### src/rtl/rxfs_pkg.sv
package rxfs_pkg;

   typedef enum logic [1:0] {
      SYNC_HUNT  = 2'd0,
      SYNC_FIRST = 2'd1,
      SYNC_LOCK  = 2'd2
   } sync_state_t;

   function automatic int unsigned cnt_width(input int unsigned n);
      return (n <= 2) ? 1 : $clog2(n);
   endfunction

endpackage

### src/rtl/rxfs_bit_counter.sv
module rxfs_bit_counter #(
   parameter int unsigned LEN_W = 10
) (
   input  logic             clk,
   input  logic             rst_n,
   input  logic             frm_pulse,
   input  logic [LEN_W-1:0] cfg_frame_len,
   output logic [LEN_W-1:0] bit_pos,
   output logic             on_boundary
);

   logic [LEN_W-1:0] next_pos_q;
   logic [LEN_W-1:0] last_pos;

   assign last_pos    = cfg_frame_len - 1'b1;
   assign bit_pos     = frm_pulse ? '0 : next_pos_q;
   assign on_boundary = (next_pos_q == '0);

   always_ff @(posedge clk) begin
      if (!rst_n) begin
         next_pos_q <= '0;
      end else if (bit_pos >= last_pos) begin
         next_pos_q <= '0;
      end else begin
         next_pos_q <= bit_pos + 1'b1;
      end
   end

   AST_POS_IN_FRAME: assert property (@(posedge clk) disable iff (!rst_n)
      $stable(cfg_frame_len) |-> next_pos_q < cfg_frame_len);

endmodule

### src/rtl/rxfs_sync_fsm.sv
module rxfs_sync_fsm
   import rxfs_pkg::*;
(
   input  logic        clk,
   input  logic        rst_n,
   input  logic        frm_pulse,
   input  logic        on_boundary,
   output sync_state_t state_q,
   output logic        sync_now,
   output logic        sync_lost,
   output logic        in_sync
);

   sync_state_t state_d;

   always_comb begin
      state_d   = state_q;
      sync_now  = 1'b0;
      sync_lost = 1'b0;
      unique case (state_q)
         SYNC_HUNT: begin
            if (frm_pulse) state_d = SYNC_FIRST;
         end
         SYNC_FIRST: begin
            if (frm_pulse && on_boundary) begin
               state_d  = SYNC_LOCK;
               sync_now = 1'b1;
            end
         end
         SYNC_LOCK: begin
            if (frm_pulse && !on_boundary) begin
               state_d   = SYNC_FIRST;
               sync_lost = 1'b1;
            end
         end
         default: state_d = SYNC_HUNT;
      endcase
   end

   always_ff @(posedge clk) begin
      if (!rst_n) state_q <= SYNC_HUNT;
      else        state_q <= state_d;
   end

   assign in_sync = (state_q == SYNC_LOCK);

   AST_SYNC_ON_PULSE: assert property (@(posedge clk) disable iff (!rst_n)
      $rose(in_sync) |-> $past(frm_pulse));

   AST_LOSS_ON_STRAY: assert property (@(posedge clk) disable iff (!rst_n)
      (in_sync && frm_pulse && !on_boundary) |=> !in_sync);

   AST_NO_SINGLE_PULSE_LOCK: assert property (@(posedge clk) disable iff (!rst_n)
      (state_q == SYNC_HUNT) |=> !in_sync);

endmodule

### src/rtl/rxfs_word_packer.sv
module rxfs_word_packer
   import rxfs_pkg::*;
#(
   parameter int unsigned WORD_W       = 32,
   parameter bit          MSB_FIRST_EN = 1'b1
) (
   input  logic              clk,
   input  logic              rst_n,
   input  logic              bit_in,
   input  logic              msb_first,
   input  logic              capture_ok,
   input  logic              at_start,
   input  logic              flush,
   input  logic              fifo_full,
   output logic              wr_en,
   output logic [WORD_W-1:0] wr_data,
   output logic              overflow
);

   localparam int unsigned CNT_W    = cnt_width(WORD_W);
   localparam int unsigned LAST_IDX = WORD_W - 1;

   logic              cap_q;
   logic [CNT_W-1:0]  fill_q;
   logic [WORD_W-1:0] shreg_q;
   logic [WORD_W-1:0] shreg_d;
   logic              take;
   logic              word_done;
   logic              wr_en_q;
   logic [WORD_W-1:0] wr_data_q;
   logic              ovf_q;

   assign take      = capture_ok && (cap_q || at_start);
   assign word_done = take && (fill_q == CNT_W'(LAST_IDX));

   generate
      if (MSB_FIRST_EN) begin : g_both_orders
         always_comb begin
            if (msb_first) shreg_d = {shreg_q[WORD_W-2:0], bit_in};
            else           shreg_d = {bit_in, shreg_q[WORD_W-1:1]};
         end
      end else begin : g_lsb_only
         logic unused_sel;
         assign unused_sel = msb_first;
         assign shreg_d    = {bit_in, shreg_q[WORD_W-1:1]};
      end
   endgenerate

   always_ff @(posedge clk) begin
      if (!rst_n) begin
         cap_q   <= 1'b0;
         fill_q  <= '0;
         shreg_q <= '0;
      end else if (flush) begin
         cap_q  <= 1'b0;
         fill_q <= '0;
      end else if (take) begin
         cap_q   <= 1'b1;
         shreg_q <= shreg_d;
         fill_q  <= word_done ? '0 : fill_q + 1'b1;
      end
   end

   always_ff @(posedge clk) begin
      if (!rst_n) begin
         wr_en_q   <= 1'b0;
         wr_data_q <= '0;
         ovf_q     <= 1'b0;
      end else begin
         wr_en_q <= word_done && !flush;
         if (word_done) wr_data_q <= shreg_d;
         ovf_q <= ovf_q | (wr_en_q & fifo_full);
      end
   end

   assign wr_en    = wr_en_q;
   assign wr_data  = wr_data_q;
   assign overflow = ovf_q;

   AST_WR_SINGLE: assert property (@(posedge clk) disable iff (!rst_n)
      wr_en |=> !wr_en);

   AST_OVF_STICKY: assert property (@(posedge clk) disable iff (!rst_n)
      overflow |=> overflow);

   AST_OVF_SET: assert property (@(posedge clk) disable iff (!rst_n)
      (wr_en && fifo_full) |=> overflow);

   AST_FLUSH_EMPTIES: assert property (@(posedge clk) disable iff (!rst_n)
      flush |=> !wr_en);

endmodule

### src/rtl/rxfs_frame_sync.sv
module rxfs_frame_sync
   import rxfs_pkg::*;
#(
   parameter int unsigned WORD_W       = 32,
   parameter int unsigned LEN_W        = 10,
   parameter bit          MSB_FIRST_EN = 1'b1
) (
   input  logic              clk,
   input  logic              rst_n,
   input  logic              ser_data,
   input  logic              frm_pulse,
   input  logic [LEN_W-1:0]  cfg_offset,
   input  logic [LEN_W-1:0]  cfg_frame_len,
   input  logic              cfg_msb_first,
   input  logic              fifo_full,
   output logic              fifo_wr,
   output logic [WORD_W-1:0] fifo_wdata,
   output logic              in_sync,
   output logic              overflow
);

   generate
      if (WORD_W < 4) begin : g_bad_word
         $error("rxfs_frame_sync: WORD_W must be at least 4");
      end
      if (LEN_W < 2 || LEN_W > 24) begin : g_bad_len
         $error("rxfs_frame_sync: LEN_W must lie in 2..24");
      end
   endgenerate

   logic [LEN_W-1:0] bit_pos;
   logic             on_boundary;
   sync_state_t      state_q;
   logic             sync_now;
   logic             sync_lost;
   logic             locked_now;

   rxfs_bit_counter #(.LEN_W(LEN_W)) u_pos (
      .clk           (clk),
      .rst_n         (rst_n),
      .frm_pulse     (frm_pulse),
      .cfg_frame_len (cfg_frame_len),
      .bit_pos       (bit_pos),
      .on_boundary   (on_boundary)
   );

   rxfs_sync_fsm u_fsm (
      .clk         (clk),
      .rst_n       (rst_n),
      .frm_pulse   (frm_pulse),
      .on_boundary (on_boundary),
      .state_q     (state_q),
      .sync_now    (sync_now),
      .sync_lost   (sync_lost),
      .in_sync     (in_sync)
   );

   assign locked_now = ((state_q == SYNC_LOCK) && !sync_lost) || sync_now;

   rxfs_word_packer #(
      .WORD_W       (WORD_W),
      .MSB_FIRST_EN (MSB_FIRST_EN)
   ) u_pack (
      .clk        (clk),
      .rst_n      (rst_n),
      .bit_in     (ser_data),
      .msb_first  (cfg_msb_first),
      .capture_ok (locked_now),
      .at_start   (bit_pos == cfg_offset),
      .flush      (sync_lost),
      .fifo_full  (fifo_full),
      .wr_en      (fifo_wr),
      .wr_data    (fifo_wdata),
      .overflow   (overflow)
   );

   AST_NO_WR_UNSYNCED: assert property (@(posedge clk) disable iff (!rst_n)
      fifo_wr |-> in_sync);

   AST_OFFSET_LEGAL: assert property (@(posedge clk) disable iff (!rst_n)
      cfg_offset < cfg_frame_len);

endmodule

### config.mk
export PLATFORM = sky130hd
export DESIGN_NAME = rxfs_frame_sync
export DESIGN_NICKNAME = d
export VERILOG_FILES = /design/src/rtl/rxfs_pkg.sv /design/src/rtl/rxfs_bit_counter.sv /design/src/rtl/rxfs_sync_fsm.sv /design/src/rtl/rxfs_word_packer.sv /design/src/rtl/rxfs_frame_sync.sv
export SDC_FILE = /design/constraint.sdc
export NUM_CORES = 1
export LEC_CHECK = 0
export ABC_AREA = 1
export BUFFER_PORTS_ARGS = -buffer_cell sky130_fd_sc_hd__buf_2
export CAP_MARGIN = 30
export CORE_AREA = 2 2 77 108
export DETAILED_ROUTE_END_ITERATION = 7
export DIE_AREA = 0 0 79 110
export PLACE_DENSITY = 0.87
export SYNTH_ARGS = -nofsm -noshare
export SYNTH_HDL_FRONTEND = slang
export SYNTH_SLANG_ARGS = --single-unit
### constraint.sdc
create_clock -name clk -period 4 [get_ports clk]
set_input_delay 0.2 -clock clk [delete_from_list [all_inputs] [get_ports clk]]
set_output_delay 0.2 -clock clk [all_outputs]
set_load 0.05 [all_outputs]
# Word-level counts from Yosys, hierarchy flattened
# Cells that the tools add are included.
# op_classes
n_eq_ne	7
bitwise_logic	4
n_reduce_logical	16
mux	11
n_lt_le_gt_ge	1
add_sub_neg	3
# ops
op	n
32-bit two-way mux	1
10-bit by 1-bit adder with 10-bit output, second input constant	1
10-bit == test	1
10-bit >= comparator	1
10-bit zero test	1
10-bit two-way mux	1
10-bit by 1-bit subtractor with 10-bit output, second input constant	1
1-bit logical AND	6
2-bit two-way mux	3
2-bit one-hot mux with 3 select lines	1
5-bit by 1-bit adder with 5-bit output, second input constant	1
5-bit == test, second input constant	1
5-bit two-way mux	1
1-bit two-way mux	4
2-bit by 1-bit != test with 1-bit output, second input constant	2
2-bit OR reduction	2
3-bit AND reduction	1
2-bit by 1-bit == test with 1-bit output, second input constant	1
2-bit == test, second input constant	1
1-bit zero test	2
2-bit zero test	1
1-bit logical OR	2
2-bit != test, second input constant	1
1-bit inverter	2
other kinds (3)	3
# totals
elab_cells	50
inputBits	26
output_inout_bits	35
ff_bits	84

# Logic depth before layout (Yosys ltp)
# logic_depth
depth_word	11
depth_mapped	15
mapped_depth_nobuf	15

# Cells and area by module
# Synthesis repeated with hierarchy kept, for this count alone.
# unflattened
cells_unflattened	848
hier_area_um2	5039.8
# modules_own_cells
mod	area_per_inst_um2	cells_each	instances	seq_area_each_um2
rxfs_word_packer	3721.1	635	1	1441.4
rxfs_bit_counter	999.7	145	1	200.2
rxfs_frame_sync	196.4	47	1	0.0
rxfs_sync_fsm	122.6	21	1	40.0

# Least setup slack after synthesis
# Ideal clock, no wire load.
# synth_path
kind	register to register
from	register u_fsm.state_q[1]
to	register u_pack.fill_q[4]
n_path_buf	2
required_time_ps	3884
t_arrival_ps	2029
setup_time_ps	116
stages_incl_launch_ff	11
path_slack_ps	1855
synth_period_minus_slack_ps	2145
path_cell_list	dfxtp_1 > inv_1 > nor2_1 > o21bai_1 > inv_1 > nor2_1 > buf_2 > nand3_4 > buf_6 > nand2_1 > nor2_1
# synth_via
elab_chain_cells	8
elab_cells_between_ends	11
classes_between	eq/ne: 2; mux: 3; reduce/logical: 6
# synth_lines
element	line	rtl
start, declared	rxfs_sync_fsm.sv:8	output sync_state_t state_q,
start signal, assigned	rxfs_sync_fsm.sv:42	else state_q <= state_d;
2-bit == test *	n/a	
named net in_sync	rxfs_frame_sync.sv:18	output logic in_sync,
1-bit two-way mux	rxfs_sync_fsm.sv:20	unique case (state_q)
1-bit zero test	rxfs_frame_sync.sv:58	assign locked_now = ((state_q == SYNC_LOCK) && !sync_lost) || sync_now;
1-bit logical AND	rxfs_frame_sync.sv:58	
1-bit logical OR	rxfs_frame_sync.sv:58	
1-bit logical AND	rxfs_word_packer.sv:33	assign take = capture_ok && (cap_q || at_start);
1-bit logical AND	rxfs_word_packer.sv:34	assign word_done = take && (fill_q == CNT_W'(LAST_IDX));
5-bit two-way mux	rxfs_word_packer.sv:60	fill_q <= word_done ? '0 : fill_q + 1'b1;
end signal, assigned	rxfs_word_packer.sv:60	
end, declared	rxfs_word_packer.sv:24	logic [CNT_W-1:0] fill_q;
# The timed path passes the listed nets; every way through them passes the cells marked *.
# A chain may end at the register's enable or synchronous reset.

# Final worst setup path
# layout_path
from	register u_pos.next_pos_q[9]
to	register u_pack.fill_q[4]
# layout_via
elab_chain_cells	11
elab_cells_between_ends	18
classes_between	eq/ne: 1; mux: 6; reduce/logical: 11
# layout_lines
element	line	rtl
start, declared	rxfs_bit_counter.sv:12	logic [LEN_W-1:0] next_pos_q;
start signal, assigned	rxfs_bit_counter.sv:25	next_pos_q <= bit_pos + 1'b1;
10-bit zero test	rxfs_bit_counter.sv:17	assign on_boundary = (next_pos_q == '0);
1-bit zero test	rxfs_sync_fsm.sv:31	if (frm_pulse && !on_boundary) begin
1-bit logical AND	rxfs_sync_fsm.sv:31	
1-bit two-way mux	rxfs_sync_fsm.sv:31	
1-bit two-way mux	rxfs_sync_fsm.sv:20	
1-bit zero test	rxfs_frame_sync.sv:58	
1-bit logical AND	rxfs_frame_sync.sv:58	
1-bit logical OR	rxfs_frame_sync.sv:58	
1-bit logical AND	rxfs_word_packer.sv:33	
1-bit logical AND	rxfs_word_packer.sv:34	
5-bit two-way mux	rxfs_word_packer.sv:60	
# Parallel ways exist; a longest one is shown, timed or not.

==> results.md <==
* Synthesized net count at 806
* Placed inst area at roughly 5000 sq um
* RD Place Congestion at 0.8255
* Final Hold Fails at 0
* Routed length per placed instance at between 10 and 15 um
* Max-Cap Viols at 0
* Post-route minimum period at 2596 ps
* WS Path Type: reg2reg
* Largest net degree at the start of global routing at 66
* Setup TNS at 0 ps
* Clock transition at path regs at 80 ps
* Die height at ~110 um
* Number of vias per cell at 4.967
* VDD IR max at 0.0001612 V
* Final setup violating endpoints at 0
* CTS tree: built
* Starting Density at 0.6161
* CTS Buf Count at 9
* Sequential share of the synthesized area at 0.3543
* Die X-Extent at 79 um
* Final WS setup at roughly 1400 ps
* Status: finished, final reports clean
* Site row count at 38
* Unrepaired setup endpoints after global routing: false
* H-tree depth at 3
* First-pass GRT wire length at about 17 mm
* Clk Latency, worst-skew pair at 370 ps
* Yosys reg bits at 84
* Top-Level Pins at 61
* Top-area cell type share of the netlist area at 0.3543
* Buf+Inv Stages, Crit Path at 1
* Reg power frac at 0.549
* Max transition margin at 0.3976
* Nets at about 850
* Gate power share at 0.092
* Ys Warns at 0
* Synthesis-to-finish area growth at 9.570%
* Switch share at 0.2640
* Post-placement setup slack at between 1000 and 1500 ps
* Mapped Cells at 766
* Switching Power at 0.4041 mW
* Remaining Overflow, GRT at 0
* Vias in the first global route at ~4.1k
* Slowest stage delay, CP at 630 ps
* Min-delay worst type: in2reg
* Ratio of cells with drive above 1 in the final layout at 0.1073
* Cell area power density at between 200 and 300 nW/um^2
* Synth top area cells: dfxtp_1, inv_1, nand2_1
* Avg Cell Area, Syn at a little over 6 sq um
* IO buf count at 60
* CTS sink cnt at 84
* Critical-path maximum fanout at 35
* # Post-CTS Setup Buffers at 0
* Worst setup EP type: flip-flop
* Tcrit/Tclk final at 0.6490
* Final Power at between 1.5 and 2 mW
* Die area at roughly 8700 sq um
* Hold Path Stages at 3
* CP Depth at 9
* Synth cell types at 28
* CP delay by family, top: simple AND/OR/NAND/NOR gates
* Total core area at approximately 7700 sq um
* Starting DRT DRC Count at around 370
* Clock Tree Root: clkbuf_8
* Worst path cell trace: nor2_1 > nand2_1 > nor2_1 > nor2_1 > nor2_2 > buf_4 > nand3_4 > nand2_1 > nor2_1
* Synth async-reset ratio at 0
* Number of flops mapped to enable cells by yosys at 0
* CP arrival at 2860 ps
* Fin area at between 5000 and 6000 sq um
* Slew @ Worst Pin at approximately 900 ps
* Internal power at ~1.1 mW
* # diodes at 0
* Mapped Area at 4746 sq um
* Global Route Usage Sum at 0.2413
* Critical Path RT at 4260 ps
* CP startpoint kind: flip-flop
* Post-CTS sizing at 0
* DR pass1 iterations at 5
* Post-CTS Hold Fix Bufs at 0
* Clock skew at 6.829 ps
* Leading area contributor after synthesis: dfxtp_1
* Final wirelength at just under 10 mm
* Via count at approximately 4.5k
* Initial antenna violation count at 0
* FF-to-FF path depth at 9
* Top_reg_cell synth: dfxtp_1
* Post-DRT Antenna Nets at 0
* Clock share of power at 0.359
* Crit path top cell by count: nor2_1
* DP HPWL at 6.764 mm
* Max Root-Sink Buffers at 2
* Slew Limit Fails at 0
* Max Fclk at around 390 MHz
* LEAKAGE at roughly 2.7 nW
* DRC errors left at 0
* Crit-path slowest cell: nor2_2
* Fin util at 0.6751
flip-flops by register name (all words and copies together), names as in the netlist:
name / cells
u_pack.shreg_q: 32
u_pack.wr_data: 32
u_pos.next_pos_q: 10
u_pack.fill_q: 5
u_fsm.state_q: 2
u_pack.cap_q: 1
u_pack.overflow: 1
u_pack.wr_en: 1
power groups by stage:
stage                     combinational (mW)  sequential, mW  clock [mW]
after global routing                   0.163           0.841       0.586
final                                  0.141           0.841       0.549
after CTS                              0.141           0.841       0.551
after global placement                 0.135           0.860           0
after floorplan                        0.104           0.860           0
after detailed placement               0.139           0.860           0
cell type report:
type,instances,area [sq um]
fill,715,2502
multi-input combinational,471,2225
sequential,84,1682
inverter,174,653.1
timing repair buffer,66,345.3
clock buffer,12,145.1
tap,100,125.1
clock inverter,4,25.02
cells by family after synthesis:
logic type	after synthesis	synth area share
simple gates	357	0.3137
buf+inv	211	0.1774
compound gates	88	0.09544
flops	84	0.3543
fa+ha+maj	14	0.03691
xor+xnor	12	0.02215
cell usage in the layout, fill, tap and decap left out, types with 2 or more instances in the layout:
master	instances
a21oi_1	14
clkbuf_1	2
or2_2	2
nand2_2	2
o21ai_0	67
dfxtp_1	84
nand3b_1	2
clkbuf_8	10
nand2_1	161
clkinv_2	2
nor3_1	5
nand3_1	13
xor2_1	6
ha_1	14
buf_4	6
clkinvlp_4	2
buf_2	60
o21ai_1	3
xnor2_1	6
inv_1	173
nor2_1	132
nand4_1	37
through the flow:
step           instances  hold slack (ps)
2_1_floorplan        766            340.7
3_3_place_gp         895            427.3
3_5_place_dp         895            439.8
4_1_cts              911            59.24
5_1_grt              911            89.97
6_report             911            57.03
cell usage after synthesis (3+ instances only):
master	number
inv_1	173
nand2_1	161
nor2_1	133
dfxtp_1	84
o21ai_0	67
nand4_1	37
a21oi_1	14
clkbuf_1	14
ha_1	14
nand3_1	13
buf_2	10
buf_1	7
xnor2_1	6
xor2_1	6
nor3_1	5
buf_6	4
o21ai_1	3
per-layer routing:
metal	vias up	global-route usage	share of wire
li1	2394	-	-
met5	-	0	0
met1	1988	0.2566	0.42
met4	0	0.1589	0.030
met3	29	0.02524	0.034
met2	114	0.4479	0.52
worst paths after layout:
check	from	endpoint	slack (ps)
max reg2reg	u_pos.next_pos_q[9]	u_pack.fill_q[4]	1400
min	fifo_full	u_pack.overflow	60
min reg2reg	u_pack.fill_q[3]	u_pack.fill_q[3]	470
max	u_pos.next_pos_q[9]	u_pack.fill_q[4]	1400
worst reg2reg max path, cell delays in order, from the launching register on:
cell	delay [ps]
dfxtp_1	340
nor2_1	130
nand2_1	90
nor2_1	160
nor2_1	90
nor2_2	630
buf_4	390
nand3_4	360
nand2_1	230
nor2_1	60
No activity file was read; power rests on OpenSTA's default activity.
